--- src/rtl/bsq_pkg.sv ---
package bsq_pkg;
   // Encoding of the ordering mode input.
   typedef enum logic {
      ORDER_INTERLEAVED = 1'b0,
      ORDER_LINEAR      = 1'b1
   } order_e;

   // Burst step request derived from the strobes and the advance input.
   typedef enum logic [1:0] {
      STEP_HOLD    = 2'd0,
      STEP_ADVANCE = 2'd1,
      STEP_LOAD    = 2'd2
   } step_e;

   function automatic step_e pick_step(input logic any_load, input logic adv);
      if (any_load)  return STEP_LOAD;
      else if (adv)  return STEP_ADVANCE;
      else           return STEP_HOLD;
   endfunction
endpackage

--- src/rtl/bsq_capture.sv ---
module bsq_capture
   import bsq_pkg::*;
#(
   parameter int ADDR_W  = 20,
   parameter int BURST_W = 2
) (
   input  logic                      clk_i,
   input  logic                      rst_i,
   input  step_e                     step_i,
   input  logic [ADDR_W-1:0]         addr_i,
   output logic [ADDR_W-BURST_W-1:0] upper_o,
   output logic [BURST_W-1:0]        start_o
);
   localparam int UPPER_W = ADDR_W - BURST_W;

   logic [UPPER_W-1:0] upper_q;
   logic [BURST_W-1:0] start_q;

   always_ff @(posedge clk_i) begin
      if (rst_i) begin
         upper_q <= '0;
         start_q <= '0;
      end else if (step_i == STEP_LOAD) begin
         upper_q <= addr_i[ADDR_W-1:BURST_W];
         start_q <= addr_i[BURST_W-1:0];
      end
   end

   assign upper_o = upper_q;
   assign start_o = start_q;
endmodule

--- src/rtl/bsq_counter.sv ---
module bsq_counter
   import bsq_pkg::*;
#(
   parameter int BURST_W = 2
) (
   input  logic               clk_i,
   input  logic               rst_i,
   input  step_e              step_i,
   output logic [BURST_W-1:0] count_o
);
   logic [BURST_W-1:0] count_q;

   always_ff @(posedge clk_i) begin
      if (rst_i) begin
         count_q <= '0;
      end else begin
         unique case (step_i)
            STEP_LOAD:    count_q <= '0;
            STEP_ADVANCE: count_q <= count_q + 1'b1;
            default:      count_q <= count_q;
         endcase
      end
   end

   assign count_o = count_q;
endmodule

--- src/rtl/bsq_order_map.sv ---
module bsq_order_map
   import bsq_pkg::*;
#(
   parameter int BURST_W    = 2,
   parameter bit HAS_LINEAR = 1'b1
) (
   input  logic [BURST_W-1:0] start_i,
   input  logic [BURST_W-1:0] count_i,
   input  logic               linear_i,
   output logic [BURST_W-1:0] low_o
);
   logic [BURST_W-1:0] inter_w;

   // Interleaved order: bitwise XOR of start and count.
   for (genvar b = 0; b < BURST_W; b++) begin : g_xor
      assign inter_w[b] = start_i[b] ^ count_i[b];
   end

   if (HAS_LINEAR) begin : g_both
      logic [BURST_W-1:0] lin_w;
      assign lin_w = start_i + count_i;   // wraps modulo burst length
      always_comb begin
         if (order_e'(linear_i) == ORDER_LINEAR) low_o = lin_w;
         else                                    low_o = inter_w;
      end
   end else begin : g_inter_only
      logic unused_mode;
      assign unused_mode = linear_i;
      assign low_o = inter_w;
   end
endmodule

--- src/rtl/burst_addr_seq.sv ---
module burst_addr_seq
   import bsq_pkg::*;
#(
   parameter int ADDR_W     = 20,
   parameter int BURST_W    = 2,
   parameter bit HAS_LINEAR = 1'b1
) (
   input  logic               clk_i,
   input  logic               rst_i,
   input  logic [ADDR_W-1:0]  addr_i,
   input  logic               load_a_i,
   input  logic               load_b_i,
   input  logic               adv_i,
   input  logic               linear_i,
   output logic [ADDR_W-1:0]  addr_o,
   output logic [BURST_W-1:0] burst_idx_o
);
   localparam int UPPER_W = ADDR_W - BURST_W;

   if (BURST_W < 1) begin : g_bad_burst
      $error("burst_addr_seq: BURST_W must be at least 1");
   end
   if (ADDR_W <= BURST_W) begin : g_bad_addr
      $error("burst_addr_seq: ADDR_W must exceed BURST_W");
   end

   step_e              step_w;
   logic [UPPER_W-1:0] upper_w;
   logic [BURST_W-1:0] start_w;
   logic [BURST_W-1:0] count_w;
   logic [BURST_W-1:0] low_w;

   // A load on either strobe overrides an advance.
   assign step_w = pick_step(load_a_i | load_b_i, adv_i);

   bsq_capture #(.ADDR_W(ADDR_W), .BURST_W(BURST_W)) u_capture (
      .clk_i   (clk_i),
      .rst_i   (rst_i),
      .step_i  (step_w),
      .addr_i  (addr_i),
      .upper_o (upper_w),
      .start_o (start_w)
   );

   bsq_counter #(.BURST_W(BURST_W)) u_counter (
      .clk_i   (clk_i),
      .rst_i   (rst_i),
      .step_i  (step_w),
      .count_o (count_w)
   );

   bsq_order_map #(.BURST_W(BURST_W), .HAS_LINEAR(HAS_LINEAR)) u_map (
      .start_i  (start_w),
      .count_i  (count_w),
      .linear_i (linear_i),
      .low_o    (low_w)
   );

   assign addr_o      = {upper_w, low_w};
   assign burst_idx_o = count_w;
endmodule

--- config.mk ---
export PLATFORM = sky130hd
export DESIGN_NAME = burst_addr_seq
export DESIGN_NICKNAME = d
export VERILOG_FILES = /design/src/rtl/bsq_pkg.sv /design/src/rtl/bsq_capture.sv /design/src/rtl/bsq_counter.sv /design/src/rtl/bsq_order_map.sv /design/src/rtl/burst_addr_seq.sv
export SDC_FILE = /design/constraint.sdc
export NUM_CORES = 1
export LEC_CHECK = 0
export ABC_CLOCK_PERIOD_IN_PS = 2400
export BUFFER_PORTS_ARGS = -buffer_cell sky130_fd_sc_hd__buf_4
export CAP_MARGIN = 10
export CORE_MARGIN = 1
export CORE_UTILIZATION = 49
export CTS_CLUSTER_SIZE = 40
export DETAILED_ROUTE_END_ITERATION = 12
export PLACE_DENSITY = 0.91
export REMOVE_ABC_BUFFERS = 1
export SETUP_SLACK_MARGIN = 0.4
export SYNTH_ARGS = -nofsm -noshare
export SYNTH_HDL_FRONTEND = slang
export SYNTH_HIERARCHICAL = 1
export SYNTH_SLANG_ARGS = --single-unit
--- constraint.sdc ---
create_clock -name clk_i -period 2.4 [get_ports clk_i]
set_clock_uncertainty 0.2 [all_clocks]
set_input_delay 0.48 -clock clk_i [delete_from_list [all_inputs] [get_ports clk_i]]
set_output_delay 0.48 -clock clk_i [all_outputs]
set_load 0.005 [all_outputs]
==> run metrics <==
count leader, synth dfxtp_1; RR Startpoint u_counter/count_o[1]; Final Cell Area 1470 sq um; ys async rst share 0%; Final GP Congestion 0.715; cell taking the most area after synthesis dfxtp_1; Max Cap Viol 0; I/O Buffers 47; synth top area cells dfxtp_1 41%, nand4bb_1 21%, nand2b_1 12%; crit-path max FO 4; maximum VDD drop 444 uV; arrival time worst endpoint 1.22 ns; Gate power share 19.8%; mean post-synth cell area 9.86 sq um; hold path depth 3; crit path launch type flip-flop; # H-tree levels 1; reg-to-reg slack, setup 1.42 ns; Critical R2R Capture u_counter/count_o[1]; period utilization 79.0%; Switching Fraction 24.5%; Final ANT Viol Nets 0; Cell Pwr Density 517 nW/um^2; Worst Hold End u_capture/start_o[0]; Root Driver clkbuf_4; mux contribution to synthesized area 0.940%; final hold viol count 0; Yosys cell types 21; Worst-path clk slew 0.12 ns; global-route wire length before repair 4060 microns; Synth Area in Adders 2.35%; relative slew slack 56.0%; Die Height 48.6 microns; Psw 186 uW; die area 2360 sq um; Yosys reg bits 22; endpoint class of the critical path output pin; Setup violations, final 0; simple-gate portion of the synthesized area 37.1%; Setup TNS 0 ns; CTS Buf Count 3; largest net degree at the start of global routing 43; CTS tree done; Post-Syn Instances 108; Period minus WS final 1.90 ns; sequential share of the synthesized area 41.4%; layout cells sized above 1 39.2%; worst setup path class flip-flop to output pin; FMAX 527 MHz; post-synthesis compound-gate area fraction 11.0%; row count 16; synthesized area 1060 sq um; main combinational cell family by area after synthesis simple AND/OR/NAND/NOR gates; iteration-0 DRC count of the detailed router 7; Sink Count 22; I/O pin count 48; Total GRT Usage 22.1%; RSZ-0062 raised after global routing false; Post-synth top cells 22 x dfxtp_1, 20 x nand2b_1, 20 x nand4bb_1, 20 x o21ai_1, 6 x buf_2; worst slew pin tran 0.659 ns; Post-synth EDFFs 0; TritonRoute pass-1 iters 4; vias in the first global route 923; Hold Startpoint addr_i[0]; core region area 2000 sq um; DP HPWL 1710 microns; Worst Path Required 1.72 ns; Via density 5.32; Internal Power 573 uW; ANT cells 0; final net count 182; Top FF cell, synth dfxtp_1; Syn. warnings 6; placed cell area 1430 sq um; outcome finished, final reports clean; Starting Density 53.2%; Hold Buf Count CTS 0; post-synthesis xor/xnor area fraction 1.65%; clock buffer depth 2; Post-Route WL 2440 microns; Die W 48.6 microns; DRC 0; Slew Viols, Final 0; Flop pwr share 53.1%; Syn-to-layout area delta 38.0%; min-delay worst type input pin to flip-flop; Via Count 957; clock latency on the worst-skew pair 0.30 ns; Leakage 0.000615 uW; clock power share 27.2%; Routed WL per cell 13.6 microns; total gr overflow 0; Synth top area share 41.4%; R2R cell count 3; initial antenna violation count 0
## layer usage
layer,part of all wire (%),GRT usage (%),vias to the layer above
li1,-,-,471
met1,44,25.7,448
met2,48,38.2,34
met3,5.2,5.03,4
met4,2.1,9.80,0
met5,0,0,-
## power by group through the flow
| stage | Sequential (uW) | Clock [uW] | Combinational, uW |
|---|---|---|---|
| global placement | 410 | 0 | 146 |
| floorplan | 411 | 0 | 57.9 |
| global route | 406 | 227 | 164 |
| detailed placement | 411 | 0 | 150 |
| CTS | 404 | 209 | 151 |
| finish | 403 | 206 | 150 |
## critical path, stage by stage, from the launching register on
cell and delay [ns]:
dfxtp_1 0.42, xor2_1 0.21, xnor2_1 0.15, buf_4 0.13
## stage by stage
stage | worst slack (ns) | hold WS (ns) | util [%] | std cells | total power, uW
final | 0.504 | 0.242 | 73.4 | 180 | 760
after global routing | 0.413 | 0.234 | 73.4 | 180 | 798
after CTS | 0.419 | 0.235 | 73.3 | 180 | 764
after detailed placement | 0.397 | 0.256 | 71.5 | 176 | 561
after global placement | 0.436 | 0.255 | 71.5 | 176 | 555
after floorplan | 0.0400 | 0.246 | - | 98 | 469
## what timing repair did
action	4_1_cts	5_1_grt
buffers inserted	0	0
endpoints found under the setup margin	0	1
hold endpoints to repair	0	0
gates resized for setup	0	1
## worst max-delay path by stage
stage	startpoint	end
2_1_floorplan	load_b_i	u_counter/count_o[1]
3_3_place_gp	adv_i	u_capture/upper_o[17]
3_5_place_dp	adv_i	u_capture/upper_o[10]
4_1_cts	u_counter/count_o[0]	addr_o[1]
5_1_grt	u_counter/count_o[1]	addr_o[1]
6_report	u_counter/count_o[1]	addr_o[1]
## cells in the final DEF (no fill, tap or decap), types with 2 or more instances in the layout
cell type / count
nand2b_1: 20
buf_4: 51
nor2_1: 2
dfxtp_1: 21
ha_1: 2
clkbuf_4: 3
nand4bb_1: 20
o21ai_1: 20
## logic make-up after synthesis
family | Yosys count
muxes | 1
AOI/OAI and AO/OA | 22
adders and majority gates | 2
xor gates and xnor gates | 2
and+or+nand+nor | 48
buffers and inverters | 11
DFF | 22
## registers in the layout, indices dropped and copies added (netlist names)
| register | cells |
|---|---|
| u_capture/start_o | 2 |
| u_counter/count_o | 2 |
| u_capture/upper_o | 18 |
## area by class of cell
cell class                 count  area [sq um]
multi-input combinational     75           571
fill                         156           533
sequential                    22           442
timing repair buffer          51           383
clock buffer                   4          36.3
tap                           27          33.8
inverter                       1          3.75
(Power assumes the default switching activity.)
